File: config.mk
export PLATFORM = sky130hd
export DESIGN_NAME = supply_thermal_guard
export DESIGN_NICKNAME = d
export VERILOG_FILES = /design/src/rtl/lockout_pkg.sv /design/src/rtl/hyst_window.sv /design/src/rtl/thermal_any.sv /design/src/rtl/supply_thermal_guard.sv
export SDC_FILE = /design/constraint.sdc
export NUM_CORES = 1
export LEC_CHECK = 0
export BUFFER_PORTS_ARGS = -buffer_cell sky130_fd_sc_hd__buf_2
export CAP_MARGIN = 20
export CORE_AREA = 2 2 39 41
export CTS_BUF_LIST = sky130_fd_sc_hd__clkbuf_8
export DETAILED_ROUTE_END_ITERATION = 8
export DIE_AREA = 0 0 41 43
export PLACE_DENSITY_LB_ADDON = 0.15
export SETUP_SLACK_MARGIN = 0.15
export SYNTH_ARGS = -nofsm -noshare
export SYNTH_HDL_FRONTEND = slang
export SYNTH_HIERARCHICAL = 1
export SYNTH_SLANG_ARGS = --single-unit
File: constraint.sdc
create_clock -name clk -period 1.7 [get_ports clk]
set_input_delay 0.255 -clock clk [delete_from_list [all_inputs] [get_ports clk]]
set_output_delay 0.255 -clock clk [all_outputs]
set_load 0.02 [all_outputs]
File: src/rtl/lockout_pkg.sv
// Package: shared types and default widths for the supply/thermal lockout monitor.
// Assumes: every sample is an unsigned ADC code.
package lockout_pkg;

    // Says which side of the window trips a hysteresis comparator.
    typedef enum logic {
        TRIP_BELOW = 1'b0,  // condition sets when the sample falls under the set level
        TRIP_ABOVE = 1'b1   // condition sets when the sample rises over the set level
    } trip_dir_e;

    localparam int unsigned DEF_VS_W   = 10;
    localparam int unsigned DEF_TEMP_W = 8;
    localparam int unsigned DEF_N_SENS = 4;

endpackage

File: src/rtl/hyst_window.sv
// Module: hyst_window
// A one-bit hysteresis comparator with two levels. The lock bit sets when the sample crosses
// SET_LVL in the direction DIR. It clears when the sample comes back to CLR_LVL or beyond.
// Samples between the two levels keep the state. The bit updates only when smp_valid is high.
// Assumes: for TRIP_BELOW, CLR_LVL > SET_LVL; for TRIP_ABOVE, CLR_LVL < SET_LVL.
module hyst_window
    import lockout_pkg::*;
#(
    parameter int unsigned W       = DEF_VS_W,
    parameter trip_dir_e   DIR     = TRIP_BELOW,
    parameter logic [W-1:0] SET_LVL = '0,
    parameter logic [W-1:0] CLR_LVL = '0,
    parameter logic        RST_VAL = 1'b0
) (
    input  logic         clk,
    input  logic         rst_n,
    input  logic         smp_valid,
    input  logic [W-1:0] sample,
    output logic         lock
);

    logic trip;
    logic release_ok;
    logic lock_q;

    // Pick the comparator polarity from the parameter.
    generate
        if (DIR == TRIP_BELOW) begin : g_below
            assign trip       = (sample < SET_LVL);
            assign release_ok = (sample >= CLR_LVL);
        end else begin : g_above
            assign trip       = (sample > SET_LVL);
            assign release_ok = (sample <= CLR_LVL);
        end
    endgenerate

    // Purpose: hold the hysteresis state and update it once per valid strobe.
    always_ff @(posedge clk) begin
        if (!rst_n) begin
            lock_q <= RST_VAL;
        end else if (smp_valid) begin
            if (lock_q && release_ok) begin
                lock_q <= 1'b0;
            end else if (!lock_q && trip) begin
                lock_q <= 1'b1;
            end
        end
    end

    assign lock = lock_q;

endmodule

File: src/rtl/thermal_any.sv
// Module: thermal_any
// One shared thermal shutdown state for N_SENS sensors. It sets when any sensor is at or
// above T_SD. It clears only when every sensor is below T_ON. The state updates only when
// smp_valid is high.
// Assumes: T_ON < T_SD; sensor k sits in bits [k*TW +: TW] of temps.
module thermal_any
    import lockout_pkg::*;
#(
    parameter int unsigned  TW     = DEF_TEMP_W,
    parameter int unsigned  N_SENS = DEF_N_SENS,
    parameter logic [TW-1:0] T_SD  = '1,
    parameter logic [TW-1:0] T_ON  = '0
) (
    input  logic                 clk,
    input  logic                 rst_n,
    input  logic                 smp_valid,
    input  logic [N_SENS*TW-1:0] temps,
    output logic                 ot_lock
);

    logic [N_SENS-1:0] hot;
    logic [N_SENS-1:0] cool;
    logic              any_hot;
    logic              all_cool;
    logic              ot_q;

    // One compare pair per sensor lane.
    generate
        for (genvar k = 0; k < N_SENS; k++) begin : g_lane
            assign hot[k]  = (temps[k*TW +: TW] >= T_SD);
            assign cool[k] = (temps[k*TW +: TW] <  T_ON);
        end
    endgenerate

    assign any_hot  = |hot;
    assign all_cool = &cool;

    // Purpose: shared overtemperature state with automatic release.
    always_ff @(posedge clk) begin
        if (!rst_n) begin
            ot_q <= 1'b0;
        end else if (smp_valid) begin
            if (ot_q && all_cool) begin
                ot_q <= 1'b0;
            end else if (!ot_q && any_hot) begin
                ot_q <= 1'b1;
            end
        end
    end

    assign ot_lock = ot_q;

endmodule

File: src/rtl/supply_thermal_guard.sv
// Module: supply_thermal_guard (top)
// Combines the undervoltage window, the overvoltage window and the shared thermal shutdown
// into one all-outputs-off request and one reportable-fault line. Undervoltage is silent:
// it switches the outputs off but does not report.
// Assumes: one strobe qualifies the supply sample and all temperature samples together.
module supply_thermal_guard
    import lockout_pkg::*;
#(
    parameter int unsigned       VS_W   = DEF_VS_W,
    parameter int unsigned       TEMP_W = DEF_TEMP_W,
    parameter int unsigned       N_SENS = DEF_N_SENS,
    parameter logic [VS_W-1:0]   UV_OFF = 10'd112,
    parameter logic [VS_W-1:0]   UV_ON  = 10'd118,
    parameter logic [VS_W-1:0]   OV_ON  = 10'd563,
    parameter logic [VS_W-1:0]   OV_OFF = 10'd589,
    parameter logic [TEMP_W-1:0] T_ON   = 8'd150,
    parameter logic [TEMP_W-1:0] T_SD   = 8'd175
) (
    input  logic                     clk,
    input  logic                     rst_n,
    input  logic                     smp_valid,
    input  logic [VS_W-1:0]          vs_code,
    input  logic [N_SENS*TEMP_W-1:0] temp_code,
    output logic                     uv_lock,
    output logic                     ov_lock,
    output logic                     ot_lock,
    output logic                     all_off,
    output logic                     report_fault
);

    // Undervoltage: trips below UV_OFF, releases at UV_ON; locked out from reset.
    hyst_window #(
        .W(VS_W), .DIR(TRIP_BELOW), .SET_LVL(UV_OFF), .CLR_LVL(UV_ON), .RST_VAL(1'b1)
    ) u_uv (
        .clk(clk), .rst_n(rst_n), .smp_valid(smp_valid), .sample(vs_code), .lock(uv_lock)
    );

    // Overvoltage: trips above OV_OFF, releases at OV_ON.
    hyst_window #(
        .W(VS_W), .DIR(TRIP_ABOVE), .SET_LVL(OV_OFF), .CLR_LVL(OV_ON), .RST_VAL(1'b0)
    ) u_ov (
        .clk(clk), .rst_n(rst_n), .smp_valid(smp_valid), .sample(vs_code), .lock(ov_lock)
    );

    // Thermal: any sensor hot sets, all sensors cool releases.
    thermal_any #(
        .TW(TEMP_W), .N_SENS(N_SENS), .T_SD(T_SD), .T_ON(T_ON)
    ) u_ot (
        .clk(clk), .rst_n(rst_n), .smp_valid(smp_valid), .temps(temp_code), .ot_lock(ot_lock)
    );

    // Purpose: merge the locks into the shutdown request and the reportable subset.
    always_comb begin
        all_off      = uv_lock | ov_lock | ot_lock;
        report_fault = ov_lock | ot_lock;
    end

endmodule

==> summary.md, run 1 <==
| Metric | Value |
|---|---|
| Pwr dens | 601.4 nW/um^2 |
| Post-cts resize count | 0 |
| Clock transition at the registers of the reported paths | 0.03 ns |
| GRT Total Usage | 0.1655 |
| Crit. Startpoint | u_ov/lock$_SDFFE_PN0P_ |
| CTS H-tree depth | 1 |
| DRC Markers | 0 |
| Post-DR wirelength/cell | 10.40 um |
| Fin crit share | 0.7872 |
| Iter 0 DRT Violations | 15 |
| Unrepaired setup endpoints after global routing | no |
| Crit path arrival time | 1.08 ns |
| Register area share after synthesis | 0.1495 |
| Clk_skew | 0 ns |
| Synth Net Count | 103 |
| Fin. Hold Viols | 0 |
| Die W | 41 um |
| Setup TNS | 0 ns |
| Root buffer cell | clkbuf_8 |
| Via-per-instance ratio | 5.238 |
| Synth Instances | 58 |
| Input/output buffers | 48 |
| Synth Register Bits | 3 |
| Pwr Total | 0.4252 mW |
| Clk buf depth | 2 |
| Mapped Area | 401.6 sq um |
| Hold wc startpoint | rst_n |
| Ant. Diodes | 0 |
| # hold bufs at CTS | 0 |
| Largest net degree at the start of global routing | 8 |
| Worst-path cell chain | or3_1 -> buf_2 |
| Antenna violations before repair | 0 |
| Endpoints failing setup | 0 |
| Post-Route WL | 1311 um |
| YS warnings | 6 |
| Max Freq | 747.3 MHz |
| Type of the worst setup path | flip-flop to primary output |
| Die ar. | 1763 sq um |
| Hold Path Class | primary input to flip-flop |
| Fraction of registers with async set/reset | 0 |
| Critical Path RT | 1.44 ns |
| Share of layout cells above drive strength 1 | 0.5000 |
| Critical path peak fanout | 6 |
| Initial core utilization | 0.2902 |
| Die height | 43 um |
| Routed Antenna Nets | 0 |
| EDFF count, synth | 0 |
| Slowest-stage cell, CP | or3_1 |
| Post-synth top area share | 0.1495 |
| Crit. End Element | primary output |
| Vias in the first global route | 539 |
| VDD IR max | 0.0003227 V |
| Core Area | 1384 sq um |
| Post-synth cell types | 26 |
| # nets final | 156 |
| Routability-driven placement congestion ratio | 0.7227 |
| Max-cap check violation count | 0 |
| Drt first pass iters | 4 |
| Final Slew Violations | 0 |
| Tightest Pin Transition | 0.2891 ns |
| Total gr overflow | 0 |
| Vias | 660 |
| Max_slew headroom | 0.8055 |
| Post-CTS Setup Inserts | 0 |
| Reg2reg start | u_ov/lock$_SDFFE_PN0P_ |
| Clock Sinks | 3 |
| Biggest area consumer among synthesized cells | dfxtp_1 |
| Outcome | finished clean |
| Num rows | 14 |
| Io pins | 50 |
| Post-DP HPWL | 1154 um |
| CTS Buf Count | 3 |
| Crit path largest cell delay | 0.37 ns |
| Area growth syn-to-layout | 76.01% |
| Clock latency on the worst-skew pair | 0.21 ns |
| CTS tree | yes |
| Min cycle time layout | 1.338 ns |
| First-pass GRT wire length | 1994 um |
| CP Launch Type | flip-flop |
| LEAKAGE | 0.3698 nW |
| Post-synth top flop | dfxtp_1 |
| Synthesized area per cell | 6.925 sq um |
| Synth top area cells | dfxtp_1 (15%), o21ai_0 (8.7%), a21oi_1 (7.5%) |
sequential cells by signal (all words and copies together) (netlist names):
register and cells:
u_uv/lock 1, u_ot/ot_lock 1, u_ov/lock 1
layout by cell type (no fill, tap or decap), types with 3 or more instances in the layout:
master | Yosys | routed
inv_1 | 4 | 5
clkbuf_8 | 0 | 3
o21ai_0 | 7 | 7
a21oi_1 | 6 | 6
nor2_1 | 4 | 4
dfxtp_1 | 3 | 3
nand3_1 | 3 | 3
nand2_1 | 3 | 3
buf_2 | 0 | 48
nand4_1 | 4 | 4
critical path: cells and delay by family, from the launching register on:
kind / cells / cell delay, ns
buffers and inverters: 1 / 0.16
DFF: 1 / 0.34
and+or+nand+nor: 1 / 0.37
layer usage:
metal,vias up,wire (um),GRT usage
met4,0,14,0.08000
met2,29,685,0.2719
met1,294,500,0.1795
met3,2,110,0.05236
met5,-,0,0
li1,335,-,-
path summary, 6_finish.rpt:
path | end | slack, ns | depth (start not counted)
max | all_off | 0.36 | 2
min | u_uv/lock$_SDFFE_PN1P_ | 0.27 | 2
max reg2reg | u_ov/lock$_SDFFE_PN0P_ | 0.76 | 3
min reg2reg | u_uv/lock$_SDFFE_PN1P_ | 0.56 | 2
area by class of cell:
| class | count | area [sq um] |
|---|---|---|
| fill | 154 | 676.9 |
| multi-input combinational | 51 | 326.6 |
| timing repair buffer | 48 | 240.2 |
| sequential | 3 | 60.06 |
| clock buffer | 3 | 41.29 |
| tap | 16 | 20.02 |
| inverter | 4 | 15.01 |
| clock inverter | 1 | 3.754 |
report_power, final:
part           internal (mW)  total, mW  switching [mW]
clock                  0.154      0.202          0.0481
combinational         0.0718      0.139          0.0673
sequential            0.0771     0.0841         0.00702
total                  0.303      0.425           0.122
cells in the mapped netlist (2+ instances only):
library cell / number
nand3_1: 3
nand2_1: 3
nor2_1: 4
o21ai_0: 7
a21oi_1: 6
and4bb_1: 2
o21ai_1: 2
nor2b_1: 2
dfxtp_1: 3
nor4_1: 2
or3_1: 2
inv_1: 4
nand4_1: 4
a21o_1: 2
through the flow:
stage               setup WS (ns)  utilization  hold WS [ns]  area, sq um  std cells
floorplan                  0.5746            -        0.3336        401.6         58
global placement           0.4103       0.4783        0.4817        661.9        122
detailed placement         0.3972       0.4783        0.4870        661.9        122
CTS                        0.3549       0.5109        0.2652        706.9        126
global route               0.3346       0.5109        0.2940        706.9        126
finish                     0.3618       0.5109        0.2660        706.9        126
cells by family after synthesis:
| logic type | count (synthesis) | synth area share |
|---|---|---|
| AO/OA/AOI/OAI | 25 | 0.4143 |
| buffers and inverters | 4 | 0.03737 |
| flip-flops | 3 | 0.1495 |
| AND/OR/NAND/NOR | 26 | 0.3987 |
(Power assumes the default switching activity.)
==> inputs of run 2 (changes only) <==
- ABC_AREA: not set -> 1
- CORE_AREA: 2 2 39 41 -> not set
- CORE_MARGIN: not set -> 2
- CORE_UTILIZATION: not set -> 34
- DIE_AREA: 0 0 41 43 -> not set
- clock period: 1.7 -> 1.31 ns (I/O delays scaled with it)
==> summary.md, run 2 <==
| Metric | Value |
|---|---|
| Fraction of registers with async set/reset | 0 (unchanged) |
| Storage cell area | 60.06 sq um (unchanged) |
| Critical path peak fanout | 4 (-2) |
| Crit path to | all_off |
| First-pass GRT wire length | 2366 um (+19%) |
| Synth Instances | 106 (+83%) |
| Post-Route WL | 1447 um (+10%) |
| Hold Path Class | primary input to flip-flop |
| Root buffer cell | clkbuf_8 |
| Synth top area cells | nand2_1 (33%), inv_1 (13%), dfxtp_1 (12%) |
| Die height | 42.89 um (-0.26%) |
| Post-DR wirelength/cell | 8.316 um (-20%) |
| Drt first pass iters | 4 (unchanged) |
| Multiplexer share of the synthesized area | 0 (unchanged) |
| Unrepaired setup endpoints after global routing | no |
| Clk buf depth | 2 (unchanged) |
| Tightest Pin Transition | 0.1948 ns (-0.09435 ns) |
| Outcome | finished clean |
| Fin crit share | 0.8393 |
| Post-cts resize count | 0 (unchanged) |
| CTS Buf Count | 3 (unchanged) |
| # hold bufs at CTS | 0 (unchanged) |
| Post-CTS Setup Inserts | 0 (unchanged) |
| DRC Markers | 0 (unchanged) |
| Setup TNS | 0 ns (unchanged) |
| # nets final | 204 (+31%) |
| VDD IR max | 0.0003302 V (+2.3%) |
| Synthesized area per cell | 4.851 sq um (-30%) |
| Type of the worst setup path | flip-flop to primary output |
| Crit. Startpoint | u_ot/ot_lock$_SDFFE_PN0P_ |
| CTS H-tree depth | 1 (unchanged) |
| Iter 0 DRT Violations | 7 (-8) |
| CTS tree | yes |
| Synth Net Count | 151 (+47%) |
| Final Slew Violations | 0 (unchanged) |
| Num rows | 14 (unchanged) |
| Crit path arrival time | 0.90 ns (-0.18 ns) |
| Largest family of logic cells by synthesized area | simple AND/OR/NAND/NOR gates |
| EDFF count, synth | 0 (unchanged) |
| Commonest cells post-synth | nand2_1 (45), inv_1 (18), nor2_1 (11), a21oi_1 (5), nand3_1 (4) |
| GRT Total Usage | 0.1722 (+0.006706) |
| Pwr Total | 0.5783 mW (+36%) |
| Input/output buffers | 48 (unchanged) |
| Compound-cell area share of the yosys netlist | 0.1533 (-0.2610) |
| Clock transition at the registers of the reported paths | 0.03 ns (about the same) |
| Ant. Diodes | 0 (unchanged) |
| Mapped Area | 514.2 sq um (+28%) |
| Pwr dens | 705.7 nW/um^2 (+17%) |
| Routability-driven placement congestion ratio | 0.7797 (+7.9%) |
| Post-Synth XOR/XNOR Area | 0 (unchanged) |
| Register area share after synthesis | 0.1168 (-0.03274) |
| Endpoints failing setup | 0 (unchanged) |
| Clk_skew | 0 ns (unchanged) |
| Clock latency on the worst-skew pair | 0.21 ns (about the same) |
| Area of the multi-input gates | 375.4 sq um (+15%) |
| Share of layout cells above drive strength 1 | 0.3797 (-0.1203) |
| Total gr overflow | 0 (unchanged) |
| CP Launch Type | flip-flop |
| RR Endpoint | u_ot/ot_lock$_SDFFE_PN0P_ |
| YS warnings | 6 (unchanged) |
| Critical Path RT | 1.11 ns (-0.33 ns) |
| Io pins | 50 (unchanged) |
| Count leader, synth | nand2_1 |
| Vias in the first global route | 665 (+23%) |
| Fillers | 150 (-2.6%) |
| Biggest area consumer among synthesized cells | nand2_1 |
| Die ar. | 1840 sq um (+4.3%) |
| Worst reg2reg setup slack | 0.33 ns (-0.43 ns) |
| Clock Sinks | 3 (unchanged) |
| Area growth syn-to-layout | 59.37% |
| LEAKAGE | 0.5265 nW (+42%) |
| Post-synth top flop | dfxtp_1 |
| Routed Antenna Nets | 0 (unchanged) |
| Synth Register Bits | 3 (unchanged) |
| Most common cell after layout, fill and taps aside | buf_2 |
| Worst R2R Path Depth | 7 (+4) |
| Min cycle time layout | 1.099 ns |
| Via-per-instance ratio | 4.580 (-13%) |
| Die W | 42.89 um (+4.6%) |
| Synth Area in Adders | 0 (unchanged) |
| Simple-gate share of the synthesized area | 0.5766 (+0.1779) |
| Antenna violations before repair | 0 (unchanged) |
| Fin. Hold Viols | 0 (unchanged) |
| Largest net degree at the start of global routing | 8 (unchanged) |
| Core Area | 1454 sq um (+5.1%) |
| Max Freq | 909.5 MHz |
| Post-synth top area share | 0.3285 (+0.1789) |
| Max_slew headroom | 0.8700 (+0.06450) |
| Vias | 797 (+21%) |
| Most frequent cells in the layout | buf_2 (48), nand2_1 (45), inv_1 (19) |
| Post-DP HPWL | 1270 um (+10%) |
| Max-cap check violation count | 0 (unchanged) |
| Post-synth cell types | 18 (-31%) |
| Crit. End Element | primary output |
| Reg2reg start | u_ot/ot_lock$_SDFFE_PN0P_ |
| Initial core utilization | 0.3537 (+0.06347) |
[run 2: changes by cell type in the layout (fill, tap and decap cells not counted), sizes merged, moves of 3 or more]
cell,change
o21ai,-4
and4bb,-3
a21o,-3
nand2,+42
inv,+15
nor2,+11
[run 2: layout make-up]
class,instances,share of cell area
multi-input cells,82,0.4580
repair buffers,48,0.2931
clock inverters,1,0.004580
well taps,16,0.02443
flip-flops and latches,3,0.07328
inverters,21,0.09618
clock buffers,3,0.05038
[run 2: logic make-up after synthesis]
| group | Yosys count |
|---|---|
| simple gates | 69 |
| buf+inv | 21 |
| compound gates | 13 |
| flops | 3 |
[run 2: metrics by stage]
stage	cells	hold WS (ns)	worst slack, ns	utilization	instance area, sq um
2_1_floorplan	106	0.3180	0.2909	-	514.2
3_3_place_gp	170	0.4508	0.3113	0.5327	774.5
3_5_place_dp	170	0.4539	0.2783	0.5327	774.5
4_1_cts	174	0.2279	0.1838	0.5637	819.5
5_1_grt	174	0.2413	0.1658	0.5637	819.5
6_report	174	0.2342	0.2105	0.5637	819.5
[run 2: how the worst min path moves through the flow]
stage	from	endpoint	slack, ns	depth (start not counted)
2_1_floorplan	rst_n	u_ov/lock$_SDFFE_PN0P_	0.32	2
3_3_place_gp	rst_n	u_ov/lock$_SDFFE_PN0P_	0.45	3
3_5_place_dp	rst_n	u_ov/lock$_SDFFE_PN0P_	0.45	3
4_1_cts	rst_n	u_ov/lock$_SDFFE_PN0P_	0.23	3
5_1_grt	rst_n	u_ov/lock$_SDFFE_PN0P_	0.24	3
6_report	rst_n	u_ov/lock$_SDFFE_PN0P_	0.23	3
[run 2: metal layers]
layer,global-route usage,routed length [um],vias up
met4,0.1125,49,0
met5,0,0,-
li1,-,-,430
met1,0.1697,559,329
met2,0.3152,739,32
met3,0.03830,98,6
[run 2: worst max-delay path: stages, from the launching register on]
cell     delay (ns)
dfxtp_1        0.34
nor2_2         0.14
nand2_1        0.06
buf_2          0.15
[run 2: power by group]
| part | internal [mW] | switching (mW) |
|---|---|---|
| clock | 0.199 | 0.0586 |
| sequential | 0.0997 | 0.00905 |
| combinational | 0.0979 | 0.114 |
==> inputs of run 3 (changes only) <==
- ABC_AREA: 1 -> 0
- CORE_UTILIZATION: 34 -> 29
- clock period: 1.31 -> 1 ns (I/O delays scaled with it)
==> summary.md, run 3 (synthesis results as in run 1) <==
| Metric | Value |
|---|---|
| Fillers | 124 (-17%) |
| Total gr overflow | 0 (unchanged) |
| Hold-critical path depth | 2 (-1) |
| Antenna violations before repair | 0 (unchanged) |
| Hold Path Class | primary input to flip-flop |
| CTS H-tree depth | 1 (unchanged) |
| Worst R2R Path Depth | 5 (-2) |
| Slowest-stage cell, CP | or3_4 |
| Crit path largest cell delay | 0.36 ns (+0.02 ns) |
| Crit. End Element | primary output |
| # hold bufs at CTS | 0 (unchanged) |
| Crit path to | all_off |
| Vias in the first global route | 547 (-18%) |
| Num rows | 13 (-1) |
| CP Launch Type | flip-flop |
| Io pins | 50 (unchanged) |
| Worst-path cell chain | or3_4 -> buf_6 |
| Clock transition at the registers of the reported paths | 0.03 ns (about the same) |
| GRT Total Usage | 0.1739 (+0.001710) |
| Core Area | 1301 sq um (-10%) |
| Most common cell after layout, fill and taps aside | buf_2 |
| Failing checks | setup timing |
| Clk_skew | 0 ns (unchanged) |
| Clock latency on the worst-skew pair | 0.22 ns (about the same) |
| Max Freq | 834.4 MHz |
| Final cell count without fillers | 129 (-26%) |
| Most frequent cells in the layout | buf_2 (42), buf_6 (8), o21ai_0 (6), a21oi_1 (6) |
| Crit path arrival time | 1.05 ns (+0.15 ns) |
| Max_slew headroom | 0.8265 (-0.04348) |
| VDD IR max | 0.0004856 V (+47%) |
| Post-DR wirelength/cell | 11.47 um (+38%) |
| Max-cap check violation count | 0 (unchanged) |
| Die height | 41.22 um (-3.9%) |
| DRC Markers | 0 (unchanged) |
| Fin. Hold Viols | 0 (unchanged) |
| Post-layout worst setup margin | -0.1985 ns (-0.4090 ns) |
| Largest net degree at the start of global routing | 8 (unchanged) |
| Root buffer cell | clkbuf_8 |
| Vias | 662 (-17%) |
| Pwr Total | 0.8129 mW (+41%) |
| Unrepaired setup endpoints after global routing | yes |
| Input/output buffers | 48 (unchanged) |
| Fin area | 818.3 sq um (-0.15%) |
| Tightest Pin Transition | 0.2603 ns (+0.06549 ns) |
| Initial core utilization | 0.3087 (-0.04505) |
| Routed Antenna Nets | 0 (unchanged) |
| RR Endpoint | u_ov/lock$_SDFFE_PN0P_ |
| Iter 0 DRT Violations | 7 (unchanged) |
| First-pass GRT wire length | 1925 um (-19%) |
| Clock Sinks | 3 (unchanged) |
| Post-DP HPWL | 1116 um (-12%) |
| Area growth syn-to-layout | 103.7% |
| Outcome | finished with violations |
| Type of the worst setup path | flip-flop to primary output |
| LEAKAGE | 0.4097 nW (-22%) |
| Post-Route WL | 1480 um (+2.3%) |
| Pwr dens | 993.4 nW/um^2 (+41%) |
| Die W | 41.22 um (-3.9%) |
| # nets final | 160 (-22%) |
| Area of the multi-input gates | 355.3 sq um (-5.3%) |
| Via-per-instance ratio | 5.132 (+12%) |
| Reg2reg start | u_ov/lock$_SDFFE_PN0P_ |
| Endpoints failing setup | 4 (+4) |
| Placed inst area | 678.2 sq um (-12%) |
| Critical Path RT | 0.85 ns (-0.26 ns) |
| Share of layout cells above drive strength 1 | 0.5877 (+0.2080) |
| CTS Buf Count | 3 (unchanged) |
| Worst reg2reg setup slack | -0.13 ns (-0.46 ns) |
| Die ar. | 1699 sq um (-7.7%) |
| Ant. Diodes | 0 (unchanged) |
| Min cycle time layout | 1.199 ns |
| Critical path peak fanout | 3 (-1) |
| Crit. Startpoint | u_ov/lock$_SDFFE_PN0P_ |
| WHS | 0.1590 ns (-0.07519 ns) |
| Final Slew Violations | 0 (unchanged) |
| CTS tree | yes |
| Routability-driven placement congestion ratio | 0.6665 (-15%) |
| Storage cell area | 68.82 sq um (+15%) |
| Placed cells | 122 (-28%) |
| Drt first pass iters | 4 (unchanged) |
| Fin crit share | 1.199 |
| Clk buf depth | 2 (unchanged) |
run 3: layout make-up:
class / count / area share
clock buffers: 3 / 0.05046
clock inverters: 1 / 0.004587
inverters: 4 / 0.01835
multi-input cells: 51 / 0.4343
flip-flops and latches: 3 / 0.08410
well taps: 15 / 0.02294
repair buffers: 52 / 0.3853
run 3: worst min-delay path by stage:
stage | end | from | slack (ns)
2_1_floorplan | u_uv/lock$_SDFFE_PN1P_ | rst_n | 0.23
3_3_place_gp | u_uv/lock$_SDFFE_PN1P_ | rst_n | 0.38
3_5_place_dp | u_uv/lock$_SDFFE_PN1P_ | rst_n | 0.38
4_1_cts | u_uv/lock$_SDFFE_PN1P_ | rst_n | 0.16
5_1_grt | u_uv/lock$_SDFFE_PN1P_ | rst_n | 0.17
6_report | u_uv/lock$_SDFFE_PN1P_ | rst_n | 0.16
run 3: power breakdown:
| part | total [mW] | switching [mW] | internal (mW) |
|---|---|---|---|
| Combinational | 0.319 | 0.142 | 0.176 |
| Sequential | 0.140 | 0.00876 | 0.131 |
| Clock | 0.354 | 0.0918 | 0.262 |
run 3: critical path: cells and delay by family, from the launching register on:
family / cells / cell delay (ns)
buf+inv: 1 / 0.14
flops: 1 / 0.33
simple gates: 1 / 0.36
run 3: per-layer routing:
metal | track usage | vias up | part of all wire
li1 | - | 346 | -
met1 | 0.1715 | 283 | 0.39
met2 | 0.3516 | 31 | 0.50
met3 | 0.02174 | 2 | 0.097
met4 | 0.07258 | 0 | 0.011
met5 | 0 | - | 0
run 3: metrics by stage:
stage | util | worst slack, ns | setup TNS, ns
2_1_floorplan | - | 0.002091 | 0
3_3_place_gp | 0.5212 | -0.1599 | -0.1728
3_5_place_dp | 0.5212 | -0.1767 | -0.1945
4_1_cts | 0.6240 | -0.1978 | -0.4883
5_1_grt | 0.6288 | -0.2108 | -0.5716
6_report | 0.6288 | -0.1985 | -0.4698
run 3: what timing repair did:
action | in CTS | in global routing
buffers inserted | 3 | 0
setup endpoints to repair | 7 | 8
pin swaps | 10 | 7
resized for setup | 18 | 3
gates cloned | 0 | 0
